$ cat config.mk
export PLATFORM = sky130hd
export DESIGN_NAME = host_window_decode
export DESIGN_NICKNAME = d
export VERILOG_FILES = /design/src/rtl/hwd_pkg.sv /design/src/rtl/hwd_port_match.sv /design/src/rtl/hwd_low_pick.sv /design/src/rtl/host_window_decode.sv
export SDC_FILE = /design/constraint.sdc
export NUM_CORES = 1
export LEC_CHECK = 0
export CORE_MARGIN = 3
export CORE_UTILIZATION = 40
export DETAILED_ROUTE_END_ITERATION = 10
export HOLD_SLACK_MARGIN = 0.15
export PLACE_DENSITY_LB_ADDON = 0.08
export SLEW_MARGIN = 40
export SYNTH_ARGS = -nofsm -noshare
export SYNTH_HDL_FRONTEND = slang
export SYNTH_HIERARCHICAL = 1
export SYNTH_SLANG_ARGS = --single-unit
$ cat constraint.sdc
create_clock -name clk -period 4.14 [get_ports clk]
set_clock_uncertainty 0.2 [all_clocks]
set_input_delay 1.035 -clock clk [delete_from_list [all_inputs] [get_ports clk]]
set_output_delay 1.035 -clock clk [all_outputs]
set_load 0.05 [all_outputs]
$ cat src/rtl/hwd_pkg.sv
package hwd_pkg;
    localparam int MODE_W = 3;

    typedef enum logic [MODE_W-1:0] {
        MODE_OFF      = 3'd0,
        MODE_IO_BYTE  = 3'd1,
        MODE_MEM_BYTE = 3'd2,
        MODE_ENDPOINT = 3'd3,
        MODE_INDEX    = 3'd4,
        MODE_MAILBOX  = 3'd5,
        MODE_STREAM   = 3'd6,
        MODE_RSVD     = 3'd7
    } port_mode_e;
endpackage

$ cat src/rtl/hwd_port_match.sv
module hwd_port_match
    import hwd_pkg::*;
#(
    parameter int ADDR_W = 32,
    parameter int IO_W   = 16,
    parameter int LG_W   = 3,
    parameter int OFF_W  = 8
) (
    input  logic              acc_mem,
    input  logic [ADDR_W-1:0] acc_addr,
    input  logic [ADDR_W-1:0] base,
    input  port_mode_e        mode,
    input  logic              mem_space,
    input  logic [LG_W-1:0]   mbx_lg,
    input  logic              split,
    output logic              hit,
    output logic [OFF_W-1:0]  offset
);
    logic [LG_W:0]     win_lg;
    logic              eligible;
    logic              space_ok;
    logic [ADDR_W-1:0] low_mask;
    logic [ADDR_W-1:0] io_keep;

    always_comb begin
        win_lg   = '0;
        eligible = 1'b0;
        space_ok = 1'b0;
        case (mode)
            MODE_IO_BYTE: begin
                eligible = 1'b1;
                space_ok = !acc_mem;
            end
            MODE_MEM_BYTE: begin
                eligible = 1'b1;
                space_ok = acc_mem;
            end
            MODE_ENDPOINT: begin
                eligible = 1'b1;
                win_lg   = (LG_W+1)'(3);
                space_ok = (acc_mem == mem_space);
            end
            MODE_INDEX: begin
                eligible = 1'b1;
                win_lg   = (LG_W+1)'(2);
                space_ok = (acc_mem == mem_space);
            end
            MODE_MAILBOX: begin
                eligible = 1'b1;
                win_lg   = {1'b0, mbx_lg} + {{LG_W{1'b0}}, split};
                space_ok = (acc_mem == mem_space);
            end
            default: begin
                eligible = 1'b0;
            end
        endcase
        low_mask = ~({ADDR_W{1'b1}} << win_lg);
        io_keep  = acc_mem ? {ADDR_W{1'b1}}
                           : {{(ADDR_W-IO_W){1'b0}}, {IO_W{1'b1}}};
        hit      = eligible && space_ok
                   && (((acc_addr ^ base) & ~low_mask & io_keep) == '0);
        offset   = OFF_W'(acc_addr & low_mask);
    end

    // Reserved traffic classes and disabled ports must stay silent
    always_comb begin
        if (mode == MODE_STREAM || mode == MODE_OFF || mode == MODE_RSVD) begin
            assert_no_reserved_hit_R9: assert (!hit);
        end
    end
endmodule

$ cat src/rtl/hwd_low_pick.sv
module hwd_low_pick #(
    parameter int N     = 4,
    parameter int IDX_W = 2
) (
    input  logic [N-1:0]     req,
    output logic             any,
    output logic [IDX_W-1:0] idx
);
    always_comb begin
        any = 1'b0;
        idx = '0;
        for (int i = N - 1; i >= 0; i--) begin
            if (req[i]) begin
                any = 1'b1;
                idx = IDX_W'(i);
            end
        end
    end

    // Winner must request and no lower index may request
    always_comb begin
        if (any) begin
            assert_pick_lowest_R10: assert (req[idx]
                && ((req & ((N'(1) << idx) - N'(1))) == '0));
        end
    end
endmodule

$ cat src/rtl/host_window_decode.sv
module host_window_decode
    import hwd_pkg::*;
#(
    parameter int NUM_PORTS = 4,
    parameter int ADDR_W    = 32,
    parameter int IO_W      = 16,
    parameter int MBX_LG_W  = 3,
    localparam int PORT_W   = $clog2(NUM_PORTS),
    localparam int OFF_W    = 1 << MBX_LG_W
) (
    input  logic                          clk,
    input  logic                          rst_n,
    input  logic                          acc_valid,
    input  logic                          acc_mem,
    input  logic [ADDR_W-1:0]             acc_addr,
    input  logic [NUM_PORTS*ADDR_W-1:0]   cfg_base,
    input  logic [NUM_PORTS*MODE_W-1:0]   cfg_mode,
    input  logic [NUM_PORTS-1:0]          cfg_mem,
    input  logic [NUM_PORTS*MBX_LG_W-1:0] cfg_mbx_lg,
    input  logic [NUM_PORTS-1:0]          cfg_split,
    output logic                          hit,
    output logic [PORT_W-1:0]             hit_port,
    output logic [OFF_W-1:0]              hit_offset
);
    typedef struct packed {
        logic              hit;
        logic [PORT_W-1:0] port;
        logic [OFF_W-1:0]  off;
    } result_t;

    result_t              res_d, res_q;
    logic [NUM_PORTS-1:0] req_vec;
    logic [OFF_W-1:0]     off_arr [NUM_PORTS];
    logic                 req_any;
    logic [PORT_W-1:0]    win_idx;

    for (genvar g = 0; g < NUM_PORTS; g++) begin : g_port
        hwd_port_match #(
            .ADDR_W (ADDR_W),
            .IO_W   (IO_W),
            .LG_W   (MBX_LG_W),
            .OFF_W  (OFF_W)
        ) u_match (
            .acc_mem   (acc_mem),
            .acc_addr  (acc_addr),
            .base      (cfg_base[g*ADDR_W +: ADDR_W]),
            .mode      (port_mode_e'(cfg_mode[g*MODE_W +: MODE_W])),
            .mem_space (cfg_mem[g]),
            .mbx_lg    (cfg_mbx_lg[g*MBX_LG_W +: MBX_LG_W]),
            .split     (cfg_split[g]),
            .hit       (req_vec[g]),
            .offset    (off_arr[g])
        );
    end

    hwd_low_pick #(
        .N     (NUM_PORTS),
        .IDX_W (PORT_W)
    ) u_pick (
        .req (req_vec),
        .any (req_any),
        .idx (win_idx)
    );

    always_comb begin
        res_d = '0;
        if (acc_valid && req_any) begin
            res_d.hit  = 1'b1;
            res_d.port = win_idx;
            res_d.off  = off_arr[win_idx];
        end
    end

    always_ff @(posedge clk) begin
        if (!rst_n) begin
            res_q <= '0;
        end else begin
            res_q <= res_d;
        end
    end

    assign hit        = res_q.hit;
    assign hit_port   = res_q.port;
    assign hit_offset = res_q.off;

    assert_idle_quiet_R2: assert property (@(posedge clk) disable iff (!rst_n)
        !acc_valid |=> !hit);

    assert_port0_first_R10: assert property (@(posedge clk) disable iff (!rst_n)
        (acc_valid && req_vec[0]) |=> (hit && hit_port == '0));

    assert_miss_clean_R12: assert property (@(posedge clk) disable iff (!rst_n)
        !hit |-> (hit_port == '0 && hit_offset == '0));
endmodule

==> results of run 1 <==
[metal layers]
| layer | up-vias | track usage [%] |
|---|---|---|
| met5 | - | 0 |
| met4 | 0 | 11.9 |
| met3 | 53 | 5.40 |
| met2 | 237 | 52.2 |
| met1 | 2031 | 32.3 |
| li1 | 2150 | - |
[kinds of logic (layout without fill, tap and decap cells)]
| family | count (synthesis) | in the layout |
|---|---|---|
| and+or+nand+nor | 144 | 144 |
| xor gates and xnor gates | 136 | 136 |
| AOI/OAI and AO/OA | 112 | 112 |
| muxes | 16 | 16 |
| buffers and inverters | 12 | 268 |
| adders and majority gates | 11 | 11 |
| DFF | 11 | 11 |
[worst max path at each step]
stage	endpoint	start	slack (ns)	cells after the start
6_report	hit_offset[2]	cfg_mbx_lg[3]	0.06	13
5_1_grt	hit_offset[0]	cfg_mbx_lg[6]	-0.06	13
4_1_cts	hit_offset[1]	cfg_mbx_lg[0]	0.04	13
3_5_place_dp	hit_offset[1]	cfg_mbx_lg[0]	-0.20	13
3_3_place_gp	hit_offset[1]	cfg_mbx_lg[0]	-0.17	13
2_1_floorplan	hit_offset[2]	cfg_mbx_lg[0]	0.44	12
[synth_stat cells, types with 2 or more instances]
cell and number:
or3b_1 4, nor2_1 9, dfxtp_1 11, a21boi_0 8, nand2b_1 4, a21oi_1 15, and2_4 6, o41ai_1 3
buf_6 8, a311o_2 3, a211oi_1 3, and4b_1 4, xnor2_1 91, a221oi_1 4, a21o_1 4, and3_1 7
nor4_1 7, nand3_1 10, and2_1 9, o2111ai_1 5, nand2b_4 3, o21ai_0 13, a32oi_1 4, nor3_1 2
o31ai_1 3, or2b_1 6, mux2i_1 16, inv_1 3, a221oi_2 3, o21a_1 5, ha_1 8, and2b_1 7
o22ai_1 10, a31oi_1 4, xor2_2 4, o21ai_1 7, nand2_1 19, o31a_1 3, nor2b_1 17, a22oi_1 6
nand4_1 18, and3b_1 6, maj3_1 3, xor2_1 41
[cell type report]
| class | instances | area share [%] |
|---|---|---|
| Inverter | 3 | 0.179 |
| Clock buffer | 4 | 0.718 |
| Tap cell | 105 | 2.09 |
| Multi-Input combinational cell | 419 | 53.6 |
| Timing Repair Buffer | 261 | 39.9 |
| Sequential cell | 11 | 3.51 |
[through the flow]
step / instance area [um2] / setup WS (ns)
3_3_place_gp: 6080 / -0.166
3_5_place_dp: 6080 / -0.204
6_report: 6270 / 0.0639
2_1_floorplan: 3590 / 0.440
5_1_grt: 6270 / -0.0601
4_1_cts: 6120 / 0.0391
[registers in the layout, summed over array words and instances (netlist names)]
signal      count
hit_offset      8
hit_port        2
hit             1
[worst max-delay path, delay by kind of cell]
| family | cells | cell delay [ns] |
|---|---|---|
| buffers and inverters | 4 | 0.97 |
| and+or+nand+nor | 3 | 0.77 |
| AOI/OAI and AO/OA | 3 | 0.61 |
| adders and majority gates | 2 | 0.41 |
| muxes | 1 | 0.18 |
[power breakdown]
part | switching, mW | internal [mW] | total [mW] | leakage [nW]
combinational | 0.241 | 0.352 | 0.593 | 2.16
sequential | 0.0000000302 | 0.106 | 0.106 | 0.0885
clock | 0.0377 | 0.0674 | 0.105 | 0.0228
[what timing repair did]
action                     4_1_cts  5_1_grt
setup endpoints to repair        0        9
hold buffers                     0        0
resized for setup                0       14
setup buffers                    0        3
==> flow_summary.toml, run 1 <==
[status]
status = "finished, final reports clean"

[floorplan]
die_area_mm2 = 0.0102
start_util_pct = 42.5
die_w_um = 101
core_mm2 = 0.00846
die_y_um = 101
io_pins = 207
std_cell_rows = 33

[sta]
final_max_slew_viol_count = 0
min_period_over_period_pct = 98.5
tns_ns = 0
min_period_ns = 4.08
maxClockFrequency_mhz = 245
hold_slack_ns = 1.35
setup_violations = 0
worstMarginPinSlew_ns = 0.518
max_slew_margin_pct = 65.4
hold_viol = 0

[global_routing]
grt_usage_pct = 28.6
grt_pass1_vias = 4565
antenna_found_initial = 0
grt_max_degree = 18
grt_pass1_wl_um = 22800
grt_overflow = 0

[setup_path]
crit_slowest_cell = "clkdlybuf4s50_1"
start_kind = "input pin"
crit_arrival_ns = 3.99
crit_top_cell = "buf_4"
worstPathRequired_ns = 4.05
crit_type = "in2reg"
crit_fanout = 8
path_cells = "clkdlybuf4s50_1 > ha_2 > ha_4 > or3b_4 > a21o_1 > buf_4 > o2111ai_1 > nor4_4 > buf_4 > nor3_4 > clkbuf_16 > mux2i_1 > o22ai_1"
cp-end-kind = "flip-flop"
slowest_delay_ns = 0.46

[yosys]
synthTopCellsByArea = "xnor2_1 22%, xor2_1 10%, dfxtp_1 6.1%"
ys_seq_area_share_pct = 6.13
ys.flop_type = "dfxtp_1"
yosysWarnings = 6
synth_xor_area_share_pct = 34.0
synth_mux_area_share_pct = 4.46
synth_fp_nets = 646
synth_top_area_share_pct = 22.2
yosys.area_share.simple_pct = 25.9
synthArstFlopShare_pct = 0
synth-seq-cells = 11
synth_enable_flop_cells = 0
syn-cell-area_mm2 = 0.00359
synth_compound_area_share_pct = 22.6
synth_top_family_by_area = "XOR/XNOR gates"
synth.distinct_cells = 60
synthAdderAreaFrac_pct = 3.62
syn_area_per_cell_um2 = 8.13
yosysTopAreaCell = "xnor2_1"
syn-instance-count = 442

[detailed_routing]
wl_met2_um = 7590
dr.first_iter.drc_count = 257
viasPerCell = 5.57
ant_nets = 0
top_layer_used = "met4"
route.detailed.wl_per_inst_um = 18.9
drt_wl_total_um = 15100
first_pass_iters = 5
met1_length_um = 5540
route.detailed.drc = 0
vias = 4471
routed-wl-met3_um = 1310

[clock_tree]
cts_inserted_buffers = 3
clkTransAtPathRegs_ns = 0.05
cts_tree = "yes"
htreeDepth = 1
clockBufferDepth = 2
cts_root_buf = "clkbuf_8"
cts.sinks = 11

[placed_design]
dp_hpwl_um = 13500
finalWeightedCongestion = 1.07
placedCellCount = 795
io_buffer_count = 206

[pwr]
power_leakage_nw = 2.27
power_mw = 0.804
vdd_drop_max_mv = 0.0704
power_density_mw_per_mm2 = 128

[layout]
syn_to_final_growth_pct = 74.5
final_common_cell = "clkdlybuf4s50_1"
stdcell_count = 803
final_util_pct = 74.1
n_fill_cell = 650
seq_area_um2 = 220
final_cell_mix = "206 x clkdlybuf4s50_1, 91 x xnor2_1, 53 x buf_4, 41 x xor2_1, 19 x nand2_1"
antenna_cells = 0
drive_above_1_share_pct = 13.8
fin_nets = 903
multi_input_area_mm2 = 0.00336

[min_path]
whs_endpoint = "hit"
hp-class = "in2reg"
hold_depth = 2
worstHoldStart = "acc_valid"

[job]
maxCapViolCount = 0
No activity file was read; power rests on OpenSTA's default activity.
==> inputs of run 2 (changes only) <==
--- a/config.mk
+++ b/config.mk
@@ -5,6 +5,7 @@
 export SDC_FILE = /design/constraint.sdc
 export NUM_CORES = 1
 export LEC_CHECK = 0
+export CAP_MARGIN = 40
 export CORE_MARGIN = 3
 export CORE_UTILIZATION = 40
 export DETAILED_ROUTE_END_ITERATION = 10
==> results of run 2 <==
No change in the layout: final DEF, timing and power equal those of run 1.
==> inputs of run 3 (changes only) <==
--- a/config.mk
+++ b/config.mk
@@ -9,7 +9,9 @@
 export CORE_MARGIN = 3
 export CORE_UTILIZATION = 40
 export DETAILED_ROUTE_END_ITERATION = 10
+export GPL_ROUTABILITY_DRIVEN = 0
 export HOLD_SLACK_MARGIN = 0.15
+export MAX_ROUTING_LAYER = met4
 export PLACE_DENSITY_LB_ADDON = 0.08
 export SLEW_MARGIN = 40
 export SYNTH_ARGS = -nofsm -noshare
==> constraint.sdc (replaced) <==
create_clock -name clk -period 4.14 [get_ports clk]
set_clock_uncertainty 0.2 [all_clocks]
set_input_delay 1.035 -clock clk [delete_from_list [all_inputs] [get_ports clk]]
set_output_delay 1.035 -clock clk [all_outputs]
set_load 0.005 [all_outputs]
==> flow_summary.toml, run 3 (same netlist as run 1, synthesis figures left out) <==
[status]
status = "finished, final reports clean"

[floorplan]
die_y_um = 101
start_util_pct = 42.5
die_w_um = 101
io_pins = 207
die_area_mm2 = 0.0102
std_cell_rows = 33
core_mm2 = 0.00846

[pwr]
p_comb_share_pct = 73.6
swShare_pct = 35.8
switchingPower_mw = 0.296
p_int_mw = 0.531
p_seq_share_pct = 12.8
power_leakage_nw = 2.35
clkPwrFrac_pct = 13.6
vdd_drop_max_mv = 0.0805
power_density_mw_per_mm2 = 129

[clock_tree]
postCtsHoldBufs = 0
cts.sinks = 11
htreeDepth = 1
clockBufferDepth = 2
cts_tree = "yes"
clkTransAtPathRegs_ns = 0.06
cts_root_buf = "clkbuf_8"
cts_inserted_buffers = 3

[detailed_routing]
viasPerCell = 5.68
dr.first_iter.drc_count = 261
drt_wl_total_um = 16000
ant_nets = 0
route.detailed.drc = 0
route.detailed.wl_per_inst_um = 19.8
first_pass_iters = 5
vias = 4594

[sta]
maxClockFrequency_mhz = 245
worstMarginPinSlew_ns = 0.546
max_slew_margin_pct = 63.5
hold_slack_ns = 1.34
final_max_slew_viol_count = 0
fin_ws_ns = 0.0627
min_period_ns = 4.08
setup_violations = 0
min_period_over_period_pct = 98.5
hold_viol = 0

[job]
maxCapViolCount = 0

[min_path]
hp-class = "in2reg"

[setup_path]
crit_top_cell = "a221oi_2"
worstPathRequired_ns = 4.08
crit_fanout = 4
crit_type = "in2reg"
worst-path-buf-inv = 3
slowest_delay_ns = 0.40
start_kind = "input pin"
crit_arrival_ns = 4.01
crit_slowest_cell = "clkdlybuf4s50_1"
cp-end-kind = "flip-flop"
cpLargestDelayFamily = "simple AND/OR/NAND/NOR gates"
path_cells = "clkdlybuf4s50_1 > ha_1 > ha_4 > and4b_1 > o21ai_1 > a221oi_2 > a221oi_2 > nor4_4 > nor2_4 > nor3_4 > buf_6 > clkbuf_16 > mux2i_1 > o22ai_1"

[placed_design]
io_buffer_count = 206
placed_area_mm2 = 0.00612
dp_hpwl_um = 13600
dp_slack_ns = -0.256

[global_routing]
grt_usage_pct = 30.1
grt_max_degree = 18
grt_pass1_wl_um = 23300
antenna_found_initial = 0
grt_pass1_vias = 4594
grt_overflow = 0

[layout]
final_common_cell = "clkdlybuf4s50_1"
fin_nets = 909
final_cell_area_mm2 = 0.00643
drive_above_1_share_pct = 16.3
syn_to_final_growth_pct = 78.9
antenna_cells = 0
largest_reg_flops = 8
final_cell_mix = "204 x clkdlybuf4s50_1, 91 x xnor2_1, 55 x buf_4, 41 x xor2_1, 19 x nand2_1"
n_fill_cell = 611
run 3: cell count changes in the layout (fill, tap and decap cells not counted), sizes merged:
cell and change:
buf +5, clkdlybuf4s50 -2, clkinv +1, dlymetal6s2s +2
run 3: path summary, 6_finish.rpt:
| check | from | slack (ns) | depth (start not counted) | to |
|---|---|---|---|---|
| max | cfg_mbx_lg[6] | 0.06 | 14 | hit_offset[1] |
| min | rst_n | 1.34 | 3 | hit_offset[3] |
run 3: metrics by stage:
stage | total power [mW] | util (%) | cells | TNS (ns)
6_report | 0.827 | 76.0 | 809 | 0
5_1_grt | 0.874 | 76.0 | 809 | -0.896
4_1_cts | 0.798 | 72.9 | 803 | 0
3_5_place_dp | 0.690 | 72.3 | 799 | -2.04
3_3_place_gp | 0.678 | 72.3 | 799 | -0.658
2_1_floorplan | 0.347 | - | 442 | 0
run 3: metal layers:
metal	vias to the layer above	GRT usage [%]	share of wire, %
met5	-	-	0
met3	53	3.60	7.7
met4	0	11.8	4.5
li1	2169	-	-
met1	2125	34.3	37
met2	247	53.2	50
run 3: layout make-up:
class,instances,area (um2),area share [%]
Sequential cell,11,220,3.42
Tap cell,105,131,2.04
Clock buffer,3,41.3,0.642
Multi-Input combinational cell,419,3430,53.3
Inverter,3,11.3,0.175
Timing Repair Buffer,267,2590,40.3
Clock inverter,1,5.00,0.0778
run 3: timing repair:
item	4_1_cts	5_1_grt
setup buffers	0	5
pin swaps	0	15
gates resized for setup	1	30
endpoints found under the setup margin	2	8
cloned	0	2
run 3: power by group through the flow:
stage	combinational (mW)	sequential, mW	clock, mW
floorplan	0.239	0.108	0
global placement	0.570	0.108	0
detailed placement	0.582	0.108	0
CTS	0.584	0.106	0.108
global route	0.651	0.106	0.117
finish	0.609	0.106	0.112
